$ cat src/rtl/mbx_pkg.sv
// Shared constants and types for the host DMA handshake mailbox.
// Assumes exactly two channels: the control register layout fixes that.
package mbx_pkg;
    parameter int unsigned MBX_NCH = 2;
    parameter int unsigned MBX_DW  = 8;
    parameter int unsigned MBX_AW  = 8;

    // Control register field positions (channel index is added to each)
    localparam int unsigned EN_LSB       = 0;
    localparam int unsigned EN_QUAL_LSB  = 2;
    localparam int unsigned REQ_LSB      = 4;
    localparam int unsigned REQ_QUAL_LSB = 6;

    // Per-channel decoded write controls
    typedef struct packed {
        logic en_we;
        logic en_val;
        logic req_we;
        logic req_val;
        logic dat_we;
    } chan_wr_t;
endpackage

$ cat src/rtl/mbx_ack_sync.sv
// Synchronizes one asynchronous active-low acknowledge and flags its rising
// edge (end of acknowledge) as a one-cycle pulse.
// Assumes: ack_n idles high; STAGES >= 2. Flops reset to the idle level.
module mbx_ack_sync #(
    parameter int unsigned STAGES = 2
) (
    input  logic clk,
    input  logic rst_n,
    input  logic ack_n,
    output logic done
);
    localparam int unsigned CHAIN = STAGES + 1;

    logic [CHAIN-1:0] chain;

    // Shift the acknowledge through the synchronizer and one history flop
    always_ff @(posedge clk) begin
        if (!rst_n) chain <= '1;
        else        chain <= {chain[CHAIN-2:0], ack_n};
    end

    assign done = chain[STAGES-1] & ~chain[STAGES];

    AST_DONE_SINGLE: assert property (@(posedge clk) disable iff (!rst_n)
        done |=> !done);
endmodule

$ cat src/rtl/mbx_chan.sv
// One mailbox channel: enable bit, request bit, one-byte data latch and
// the request and data drive controls.
// Assumes: done is a one-cycle pulse already synchronized to clk.
module mbx_chan
    import mbx_pkg::*;
#(
    parameter int unsigned DW = MBX_DW
) (
    input  logic          clk,
    input  logic          rst_n,
    input  chan_wr_t      wr,
    input  logic [DW-1:0] wdata,
    input  logic          done,
    input  logic          to_host,
    input  logic          ack_n,
    input  logic [DW-1:0] din,
    output logic          req_bit,
    output logic          en_bit,
    output logic [DW-1:0] latch,
    output logic          req_o,
    output logic          req_oe,
    output logic          dout_oe
);
    logic complete;
    assign complete = done & req_bit;

    // Enable bit: software only, qualified write
    always_ff @(posedge clk) begin
        if (!rst_n)        en_bit <= 1'b0;
        else if (wr.en_we) en_bit <= wr.en_val;
    end

    // Request bit: hardware completion beats a software write
    always_ff @(posedge clk) begin
        if (!rst_n)         req_bit <= 1'b0;
        else if (complete)  req_bit <= 1'b0;
        else if (wr.req_we) req_bit <= wr.req_val;
    end

    // Data latch: host capture beats a CPU load
    always_ff @(posedge clk) begin
        if (!rst_n)                    latch <= '0;
        else if (complete && !to_host) latch <= din;
        else if (wr.dat_we)            latch <= wdata;
    end

    assign req_o   = req_bit & en_bit;
    assign req_oe  = en_bit;
    assign dout_oe = to_host & ~ack_n;

    AST_RESET_CLR: assert property (@(posedge clk)
        !rst_n |=> (!req_bit && !en_bit));
    AST_EN_HOLD: assert property (@(posedge clk) disable iff (!rst_n)
        !wr.en_we |=> $stable(en_bit));
    AST_REQ_HOLD: assert property (@(posedge clk) disable iff (!rst_n)
        (!wr.req_we && !done) |=> $stable(req_bit));
    AST_HW_WINS: assert property (@(posedge clk) disable iff (!rst_n)
        (done && req_bit) |=> !req_bit);
endmodule

$ cat src/rtl/dma_mailbox.sv
// Dual-channel host DMA handshake mailbox: CPU I/O decode, read mux and
// two channel instances, each with its own acknowledge synchronizer.
// Assumes: cpu_wr is one cycle per write; read data is combinational.
module dma_mailbox
    import mbx_pkg::*;
#(
    parameter logic [MBX_AW-1:0] CTRL_ADDR   = 8'hD2,
    parameter logic [MBX_AW-1:0] DATA_BASE   = 8'hD0,
    parameter int unsigned       SYNC_STAGES = 2
) (
    input  logic                      clk,
    input  logic                      rst_n,
    input  logic [MBX_AW-1:0]         cpu_addr,
    input  logic                      cpu_wr,
    input  logic                      cpu_rd,
    input  logic [MBX_DW-1:0]         cpu_wdata,
    output logic [MBX_DW-1:0]         cpu_rdata,
    output logic [MBX_NCH-1:0]        host_req,
    output logic [MBX_NCH-1:0]        host_req_oe,
    input  logic [MBX_NCH-1:0]        host_ack_n,
    input  logic [MBX_NCH-1:0]        xfer_to_host,
    input  logic [MBX_NCH*MBX_DW-1:0] host_din,
    output logic [MBX_NCH*MBX_DW-1:0] host_dout,
    output logic [MBX_NCH-1:0]        host_dout_oe
);
    localparam int unsigned NCH = MBX_NCH;
    localparam int unsigned DW  = MBX_DW;
    localparam int unsigned AW  = MBX_AW;

    logic          ctrl_wr;
    logic [NCH-1:0] req_bits, en_bits;
    logic [DW-1:0] latches [NCH];

    assign ctrl_wr = cpu_wr && (cpu_addr == CTRL_ADDR);

    for (genvar c = 0; c < NCH; c++) begin : g_ch
        localparam logic [AW-1:0] MY_DATA = AW'(int'(DATA_BASE) + c);
        chan_wr_t wr;
        logic     done;

        // Decode this channel's fields from the CPU write
        always_comb begin
            wr.en_we   = ctrl_wr && cpu_wdata[EN_QUAL_LSB + c];
            wr.en_val  = cpu_wdata[EN_LSB + c];
            wr.req_we  = ctrl_wr && cpu_wdata[REQ_QUAL_LSB + c];
            wr.req_val = cpu_wdata[REQ_LSB + c];
            wr.dat_we  = cpu_wr && (cpu_addr == MY_DATA);
        end

        mbx_ack_sync #(.STAGES(SYNC_STAGES)) u_sync (
            .clk   (clk),
            .rst_n (rst_n),
            .ack_n (host_ack_n[c]),
            .done  (done)
        );

        mbx_chan #(.DW(DW)) u_chan (
            .clk     (clk),
            .rst_n   (rst_n),
            .wr      (wr),
            .wdata   (cpu_wdata),
            .done    (done),
            .to_host (xfer_to_host[c]),
            .ack_n   (host_ack_n[c]),
            .din     (host_din[c*DW +: DW]),
            .req_bit (req_bits[c]),
            .en_bit  (en_bits[c]),
            .latch   (latches[c]),
            .req_o   (host_req[c]),
            .req_oe  (host_req_oe[c]),
            .dout_oe (host_dout_oe[c])
        );

        assign host_dout[c*DW +: DW] = latches[c];
    end

    // Read mux: control register or a channel latch, else zero
    always_comb begin
        cpu_rdata = '0;
        if (cpu_rd) begin
            if (cpu_addr == CTRL_ADDR) begin
                for (int c = 0; c < NCH; c++) begin
                    cpu_rdata[EN_LSB + c]  = en_bits[c];
                    cpu_rdata[REQ_LSB + c] = req_bits[c];
                end
            end
            for (int c = 0; c < NCH; c++) begin
                if (cpu_addr == AW'(int'(DATA_BASE) + c)) cpu_rdata = latches[c];
            end
        end
    end
endmodule

$ cat config.mk
export PLATFORM = sky130hd
export DESIGN_NAME = dma_mailbox
export DESIGN_NICKNAME = d
export VERILOG_FILES = /design/src/rtl/mbx_pkg.sv /design/src/rtl/mbx_ack_sync.sv /design/src/rtl/mbx_chan.sv /design/src/rtl/dma_mailbox.sv
export SDC_FILE = /design/constraint.sdc
export NUM_CORES = 1
export LEC_CHECK = 0
export ABC_AREA = 1
export BUFFER_PORTS_ARGS = -buffer_cell sky130_fd_sc_hd__buf_2
export CAP_MARGIN = 20
export CORE_MARGIN = 5
export CORE_UTILIZATION = 45
export DETAILED_ROUTE_END_ITERATION = 12
export PLACE_DENSITY = 0.78
export RECOVER_POWER = 100
export SLEW_MARGIN = 5
export SYNTH_ARGS = -nofsm -noshare
export SYNTH_HDL_FRONTEND = slang
export SYNTH_SLANG_ARGS = --single-unit
$ cat constraint.sdc
create_clock -name clk -period 1.4 [get_ports clk]
set_input_delay 0.07 -clock clk [delete_from_list [all_inputs] [get_ports clk]]
set_output_delay 0.07 -clock clk [all_outputs]
set_load 0.01 [all_outputs]
After elaboration in Yosys (flattened, before gate mapping)

Index checks and enable logic that the tools add are counted.
W data, S select, Z words.

Register bits: 26
Input bits: 40
Logic and storage cells: 48
Output and inout bits: 30

Bitwise operators: 13
Equal/unequal tests: 3
Muxes and demuxes: 9
Reductions and logical operators: 15

Operators with widths:

| operator             | number |
|---|---|
| $mux W8              | 7 |
| $eq A8 B8 Y1 const B | 3 |
| $logic_and A1 B1 Y1  | 9 |
| $and A1 B1 Y1        | 8 |
| $not A1 Y1           | 5 |
| $mux W2              | 2 |
| $reduce_bool A2 Y1   | 2 |
| $reduce_or A2 Y1     | 2 |
| $logic_not A1 Y1     | 2 |

Logic depth before layout (Yosys ltp)

Gate-level depths: netlist of run 1.

Word-level depth: 5
Gate-level depth with buffers: 8
Mapped depth without buffers: 7

Hierarchy

Synthesis of run 1 repeated with hierarchy kept, for this count alone.

Cells, all modules: 270
Area, all modules: 1,675.4 um^2

Modules (own cells, without submodules):

| module       | cells each | sequential area each (um^2) | times used | area each (um^2) |
|---|---|---|---|---|
| mbx_chan     | 85         | 200.2                       | 2          | 548.0 |
| dma_mailbox  | 80         | 0.0                         | 1          | 401.6 |
| mbx_ack_sync | 10         | 60.1                        | 2          | 88.8 |

Worst setup path before layout of run 1

Ideal clock, no wire load.

Path type: register to register
From: register g_ch[0].u_chan.req_bit
To: register g_ch[0].u_chan.latch[0]
Data arrival time: 1.042 ns
Clock period less this slack: 1.157 ns
Cell stages (with the launch flop): 9
Library setup time: 0.115 ns
Buffers on the path: 1
Slack: 0.243 ns
Required time: 1.285 ns
Cells stage by stage: dfxtp_1 nand2_2 nor2_8 nand2_4 buf_6 nand2_2 nand2_1 a21oi_1 nor2_1

Longest elaborated chain between the ends: 3
Elaborated cells on any way between the ends: 4
Those cells by class: mux: 1; bitwise: 1; reduce/logical: 2

Ends and longest elaborated chain:

| what                                                 | RTL line       | source |
|---|---|---|
| from (decl)                                          | mbx_chan.sv:17 | `output logic req_bit,` |
| from (signal assigned)                               | mbx_chan.sv:37 | `else if (wr.req_we) req_bit <= wr.req_val;` |
| $and A1 B1 Y1 *                                      | mbx_chan.sv:25 | `assign complete = done & req_bit;` |
| $logic_and A1 B1 Y1 *                                | mbx_chan.sv:43 | `else if (complete && !to_host) latch <= din;` |
| $mux W8 / $reduce_bool A2 Y1 (equally long branches) | n/a            |  |
| to (signal assigned)                                 | mbx_chan.sv:43 |  |
| to (signal assigned)                                 | mbx_chan.sv:44 | `else if (wr.dat_we) latch <= wdata;` |
| to (decl)                                            | mbx_chan.sv:19 | `output logic [DW-1:0] latch,` |

Every way passes the cells marked *; elsewhere a longest branch is shown, timed or not.
A chain may end at the register's enable or synchronous reset.

Worst setup path in the final report of run 1

From: register g_ch[0].u_chan.req_bit
To: output port cpu_rdata[4]

Longest elaborated chain between the ends: 4

Ends and longest elaborated chain:

| what                 | RTL line          | source |
|---|---|---|
| $mux W2              | dma_mailbox.sv:81 | `if (cpu_addr == CTRL_ADDR) begin` |
| $mux W8 (2 in a row) | dma_mailbox.sv:88 | `if (cpu_addr == AW'(int'(DATA_BASE) + c)) cpu_rdata = latches[c];` |
| $mux W8              | dma_mailbox.sv:80 | `if (cpu_rd) begin` |
| to (decl)            | dma_mailbox.sv:17 | `output logic [MBX_DW-1:0] cpu_rdata,` |

No other way between the ends.

==> impl_metrics.toml, run 1 <==
[run_status]
outcome = "completed"

[die]
start_util_pct = 47.1
ios = 70
fp.dieW_um = 72.4
die_area_um2 = 5240
row_count = 22
fp.dieH_um = 72.4
design.core.area_um2 = 3720

[power]
power.total_mw = 1.35
pwr-share-comb_pct = 12.4
seqPwrFrac_pct = 55.6
p_clk_share_pct = 32.1
p_int_mw = 1.01
powerDensity_nw_per_um2 = 647
ir_drop_mv = 0.451
power_switching_mw = 0.341
leakage_nw = 1.15
switching_share_pct = 25.2

[finish]
final_nets = 375
area_growth_pct = 19.5
final_area_um2 = 2090
drive_above_1_share_pct = 21.3
finalCoreUtilization_pct = 56.3
antennaDiodeCount = 0

[placement]
port-buffer-count = 69
place_hpwl_um = 3670
dpl_cell_area_um2 = 2080
place_congestion = 0.834

[clocking]
clkTransAtPathRegs_ns = 0.09
h-tree-depth = 1
clock_latency_ns = 0.27
cts_root_buf = "clkbuf_8"
cts_tree = "yes"
cts_sinks = 26
clk_path_buf_depth = 2
cts_inserted_buffers = 3

[grt]
grt_usage_pct = 17.9
antenna_found_initial = 0
grt_overflow_total = 0
grt_max_degree = 25
grt_pass1_vias = 1658
grt_first_pass_wirelength_um = 7570

[detailed_routing]
drt-total-wl_um = 4680
drc = 0
vias = 1833
firstDrtPassIters = 4
via_per_inst = 4.81
antenna_left = 0
wire_per_inst_um = 12.3
drtIter0Drc = 92

[synthesis]
ys_types = 24
syn-cell-area_um2 = 1750
synth-seq-cells = 26
yosysSeqAreaShare_pct = 29.7
syn_nets = 309
syn_avg_cell_area_um2 = 6.51
synthCells = 269
ys_warn_count = 0

[worst_setup_path]
r2r_end = "g_ch[1].u_chan.latch[6]"
reg2reg_depth = 7
start_kind = "flop"
required_ns = 1.33
arrival_ns = 1.21
r2r_setup_slack_ns = 0.12
crit_fanout = 3
criticalPathCategory = "reg2out"
worst_setup_path_end_kind = "primary output"
reg2reg_from = "g_ch[1].u_chan.req_bit"
cp-startpoint = "g_ch[0].u_chan.req_bit"

[sta]
fmax_ghz = 0.782
finalHoldViolCount = 0
period_share_pct = 91.3
rsz0062_at_grt = "false"
tightest_slew_ns = 0.316
finalClockSkew_ns = 0.00477
finalSetupTns_ns = 0
slew_viol_final = 0
setup_violations = 0
relSlewSlack_pct = 78.9
fin_crit_ns = 1.28

[min_path]
holdPathStages = 3
min_to = "g_ch[0].u_chan.en_bit"
min-delay-start = "cpu_wdata[0]"
hp-class = "in2reg"

[run]
max-cap-violations = 0
logic make-up after synthesis:
logic type             count (synthesis)  share of synthesized area (%)
and+or+nand+nor                      172                           49.3
buffers and inverters                 47                           13.9
DFF                                   26                           29.7
AOI/OAI and AO/OA                     24                           7.08
sequential cells by signal, indices dropped and copies added, names as in the netlist:
| signal | flops |
|---|---|
| g_ch.u_chan.latch | 16 |
| g_ch.u_sync.chain | 6 |
| g_ch.u_chan.req_bit | 2 |
| g_ch.u_chan.en_bit | 2 |
worst max-delay path, stage by stage, from the launching register on:
cell and delay, ns:
dfxtp_1 0.32, buf_4 0.14, nand3_1 0.07, nand2_1 0.06, o21ai_1 0.15, inv_1 0.06
clkbuf_1 0.13
worst max-delay path by stage:
stage | end | slack, ns | cells past startpoint
after floorplan | g_ch[0].u_chan.latch[0] | 0.24 | 8
after global routing | g_ch[1].u_chan.latch[7] | 0.03 | 7
after detailed placement | g_ch[1].u_chan.latch[6] | 0.15 | 7
final | cpu_rdata[4] | 0.12 | 6
after global placement | g_ch[1].u_chan.latch[7] | 0.22 | 7
after CTS | cpu_rdata[4] | 0.07 | 6
final cells by class:
class | count | area, um2
multi-input cells | 196 | 972
well taps | 48 | 60.1
fillers | 395 | 1620
clock buffers | 3 | 41.3
flip-flops and latches | 26 | 520
inverters | 32 | 120
repair buffers | 76 | 378
power by group through the flow:
stage	registers (mW)	clock network (mW)	logic (mW)
after floorplan	0.769	0	0.0806
after global placement	0.769	0	0.165
after detailed placement	0.769	0	0.167
after CTS	0.752	0.428	0.172
after global routing	0.753	0.458	0.187
final	0.752	0.434	0.167
metrics by stage:
| stage | setup slack (ns) | instances | hold WS, ns |
|---|---|---|---|
| floorplan | 0.243 | 269 | 0.177 |
| global placement | 0.221 | 376 | 0.274 |
| detailed placement | 0.155 | 376 | 0.274 |
| CTS | 0.0667 | 381 | 0.0826 |
| global route | 0.0318 | 381 | 0.0781 |
| finish | 0.121 | 381 | 0.0780 |
timing repair:
action                                  4_1_cts  5_1_grt
hold endpoints to repair                      2        0
buffers inserted                              0        0
endpoints found under the setup margin        0        1
hold buffers                                  2        0
resized for setup                             0        1
synthesized netlist by cell type, drive strengths merged:
cell	number	share of area, %
buf	15	7.0
nand3	38	13
nor2	38	11
clkinv	2	0.43
o21ai	4	1.1
dfxtp	26	30
a21oi	20	5.9
or2	6	2.1
nand3b	4	1.7
nand4	4	1.4
nand2	81	20
inv	30	6.4
and2	1	0.36
placed cells by master (no fill, tap or decap), types with 2 or more instances in the layout:
| master | Yosys | final |
|---|---|---|
| nand2_1 | 69 | 75 |
| buf_2 | 2 | 38 |
| nand3_1 | 34 | 34 |
| nor2_1 | 32 | 32 |
| clkbuf_1 | 0 | 30 |
| inv_1 | 29 | 29 |
| dfxtp_1 | 26 | 26 |
| a21oi_1 | 19 | 19 |
| or2_2 | 6 | 6 |
| nand2_2 | 10 | 4 |
| nand3b_1 | 4 | 4 |
| nand4_1 | 4 | 4 |
| buf_4 | 9 | 4 |
| o21ai_0 | 4 | 3 |
| clkbuf_8 | 0 | 3 |
| nor2_4 | 2 | 2 |
| nor2_2 | 2 | 2 |
| clkinv_1 | 2 | 2 |
| nand3_4 | 2 | 2 |
| nor2_8 | 2 | 2 |
| nand2_4 | 2 | 2 |
| nand3_2 | 2 | 2 |
| dlygate4sd3_1 | 0 | 2 |
routing by layer:
metal  track usage (%)  wire length [um]  part of all wire [%]
met1              25.4              2220                    47
met2              27.4              1990                    43
met3              3.74               444                   9.5
met4              4.71                17                  0.36
met5                 0                 0                     0
No activity file was read; power rests on OpenSTA's default activity.
==> run 2: changes to the inputs <==
- ABC_AREA: 1 -> default
- GPL_ROUTABILITY_DRIVEN: default -> 0
- PLACE_DENSITY: 0.78 -> 0.81
==> run 2 against run 1 <==
First-iteration DRC count grew 29%. Largest cell class unchanged. Total power fell by 4.4%. Clock-buffer cell count grew 1. Core utilization grew 3.9 points. Worst hold slack worse by 0.059 ns. Clock skew decreased by 0.0037 ns. Via count shrank 21%. Register-to-register slack worse by 0.03 ns. Combinational power fell by 7%. Synthesized area shrank 16%.
==> impl_metrics.toml, run 2 <==
[run_status]
outcome = "completed"

[placement]
place_hpwl_um = 3220
port-buffer-count = 69
dpl_cell_area_um2 = 1830

[synthesis]
syn_nets = 196
synthAdderAreaFrac_pct = 0
synthTopCellsByCount = "dfxtp_1, mux2i_1, o31ai_1"
syn_avg_cell_area_um2 = 9.47
ys_warn_count = 0
ys_types = 24
synth_xor_area_share_pct = 0
synthArstFlopShare_pct = 0
synth_top_cell_by_area = "dfxtp_1"
synth-seq-cells = 26
synth-edff-count = 0
synth_mux_area_share_pct = 17.6
yosysSeqAreaShare_pct = 35.2
yosys-top-cells-area = "dfxtp_1, mux2i_1, o31ai_1, a21oi_2, buf_6"
synth_ff_type = "dfxtp_1"
synth-simple-area-share_pct = 18.6
synth_top_family_by_area = "simple AND/OR/NAND/NOR gates"
synthCells = 156
synth_compound_gate_area_share_pct = 18.5
syn-cell-area_um2 = 1480
yosysTopAreaCellShare_pct = 35.2

[finish]
antennaDiodeCount = 0
area_growth_pct = 26.5
layout_commonest_cell = "buf_2"
seqCellArea_um2 = 522
multi_input_area_um2 = 813
final_cell_mix = "buf_2, clkbuf_1, mux2i_1, dfxtp_1, o31ai_1"
fillers = 312
final_nets = 269
drive_above_1_share_pct = 31.1
largest_reg_flops = 16
reg_top3 = "g_ch.u_chan.latch: 16 flops, g_ch.u_sync.chain: 6 flops"
top_register = "g_ch.u_chan.latch"
final_area_um2 = 1870

[worst_setup_path]
start_kind = "flop"
r2r_setup_slack_ns = 0.09
reg2reg_from = "g_ch[1].u_sync.chain[1]"
arrival_ns = 1.52
slowest_delay_ns = 0.37
criticalPathCategory = "reg2reg"
crit_chain = "nand2_1, nor3_4, buf_6, mux2i_1, a21oi_1"
worst_setup_path_end_kind = "flop"
r2r_end = "g_ch[1].u_chan.latch[3]"
crit_fanout = 9
reg2reg_depth = 5
required_ns = 1.62
critPathSlowestCell = "dfxtp_1"

[grt]
grt_max_degree = 29
grt_pass1_vias = 1416
grt_overflow_total = 0
antenna_found_initial = 0
grt_first_pass_wirelength_um = 6420
grt_usage_pct = 18.4

[sta]
finalHoldViolCount = 0
fin_crit_ns = 1.31
tightest_slew_ns = 0.474
setup_violations = 0
fmax_ghz = 0.765
finalClockSkew_ns = 0.00110
rsz0062_at_grt = "false"
hold_ws_ns = 0.0190
relSlewSlack_pct = 68.4
period_share_pct = 93.3
slew_viol_final = 0

[detailed_routing]
wire_per_inst_um = 15.3
firstDrtPassIters = 4
drt-total-wl_um = 4160
antenna_left = 0
vias = 1446
drc = 0
drtIter0Drc = 119
via_per_inst = 5.32

[clocking]
clock_latency_ns = 0.32
cts_tree = "yes"
cts_sinks = 26
cts_inserted_buffers = 3
cts_root_buf = "clkbuf_4"
clk_path_buf_depth = 2
clkTransAtPathRegs_ns = 0.14
h-tree-depth = 1

[power]
ir_drop_mv = 0.300
leakage_nw = 0.802
power.total_mw = 1.29
powerDensity_nw_per_um2 = 691

[die]
die_area_um2 = 4530
design.core.area_um2 = 3100
row_count = 20
fp.dieH_um = 67.3
start_util_pct = 47.6
ios = 70
fp.dieW_um = 67.3

[min_path]
min-delay-start = "cpu_wdata[5]"
min_to = "g_ch[1].u_chan.req_bit"
holdPathStages = 3
hp-class = "in2reg"

[run]
max-cap-violations = 0
run 2: repair_timing:
item / CTS / global route
hold endpoints to repair: 3 / 0
resized for setup: 1 / 4
hold buffers: 3 / 0
setup endpoints to repair: 1 / 16
buffers inserted: 0 / 0
pin swaps: 0 / 2
run 2: final cells by class:
cell class	count	area share [%]
flip-flops and latches	26	27.9
repair buffers	85	23.7
multi-input cells	113	43.5
clock buffers	4	1.94
well taps	44	2.95
run 2: metrics by stage:
step                      std cells  setup TNS, ns  utilization [%]  worst slack [ns]
after global placement          265              0             59.0            0.0393
after detailed placement        265        -0.0142             59.0          -0.00529
after CTS                       272              0             61.3           0.00587
after floorplan                 156              0                -           0.00171
after global routing            272              0             60.2            0.0107
final                           272              0             60.2            0.0935
run 2: worst max path at each step:
stage                            start                      end  slack (ns)  depth (start not counted)
2_1_floorplan   g_ch[1].u_chan.req_bit  g_ch[1].u_chan.latch[5]       0.002                          5
3_3_place_gp               cpu_addr[5]  g_ch[0].u_chan.latch[6]        0.04                          6
3_5_place_dp               cpu_addr[5]  g_ch[0].u_chan.latch[6]      -0.005                          6
4_1_cts         g_ch[0].u_chan.req_bit  g_ch[0].u_chan.latch[4]       0.006                          5
5_1_grt        g_ch[1].u_chan.latch[0]             cpu_rdata[0]        0.01                          5
6_report       g_ch[1].u_sync.chain[1]  g_ch[1].u_chan.latch[3]        0.09                          5
run 2: critical path, delay by kind of cell, from the launching register on:
family	cells	cell delay, ns
buf+inv	1	0.20
flops	1	0.37
simple gates	2	0.33
compound gates	1	0.08
mux	1	0.22
run 2: power breakdown:
group          total (mW)  leakage, nW  internal [mW]  switching, mW
clock               0.385       0.0210          0.159          0.226
combinational       0.155        0.570         0.0769         0.0781
sequential          0.752        0.211          0.748        0.00424
run 2: routing by layer:
| layer | global-route usage [%] | part of all wire, % | routed length, um |
|---|---|---|---|
| met5 | 0 | 0 | 0 |
| met4 | 9.11 | 2.6 | 108 |
| met3 | 2.50 | 6.9 | 288 |
| met1 | 21.8 | 41 | 1690 |
| met2 | 32.4 | 50 | 2070 |
run 2: kinds of logic (layout without fill, tap and decap cells):
kind of cell | count (synthesis) | after routing
muxes | 26 | 26
DFF | 26 | 26
buffers and inverters | 17 | 89
and+or+nand+nor | 47 | 47
AOI/OAI and AO/OA | 40 | 40
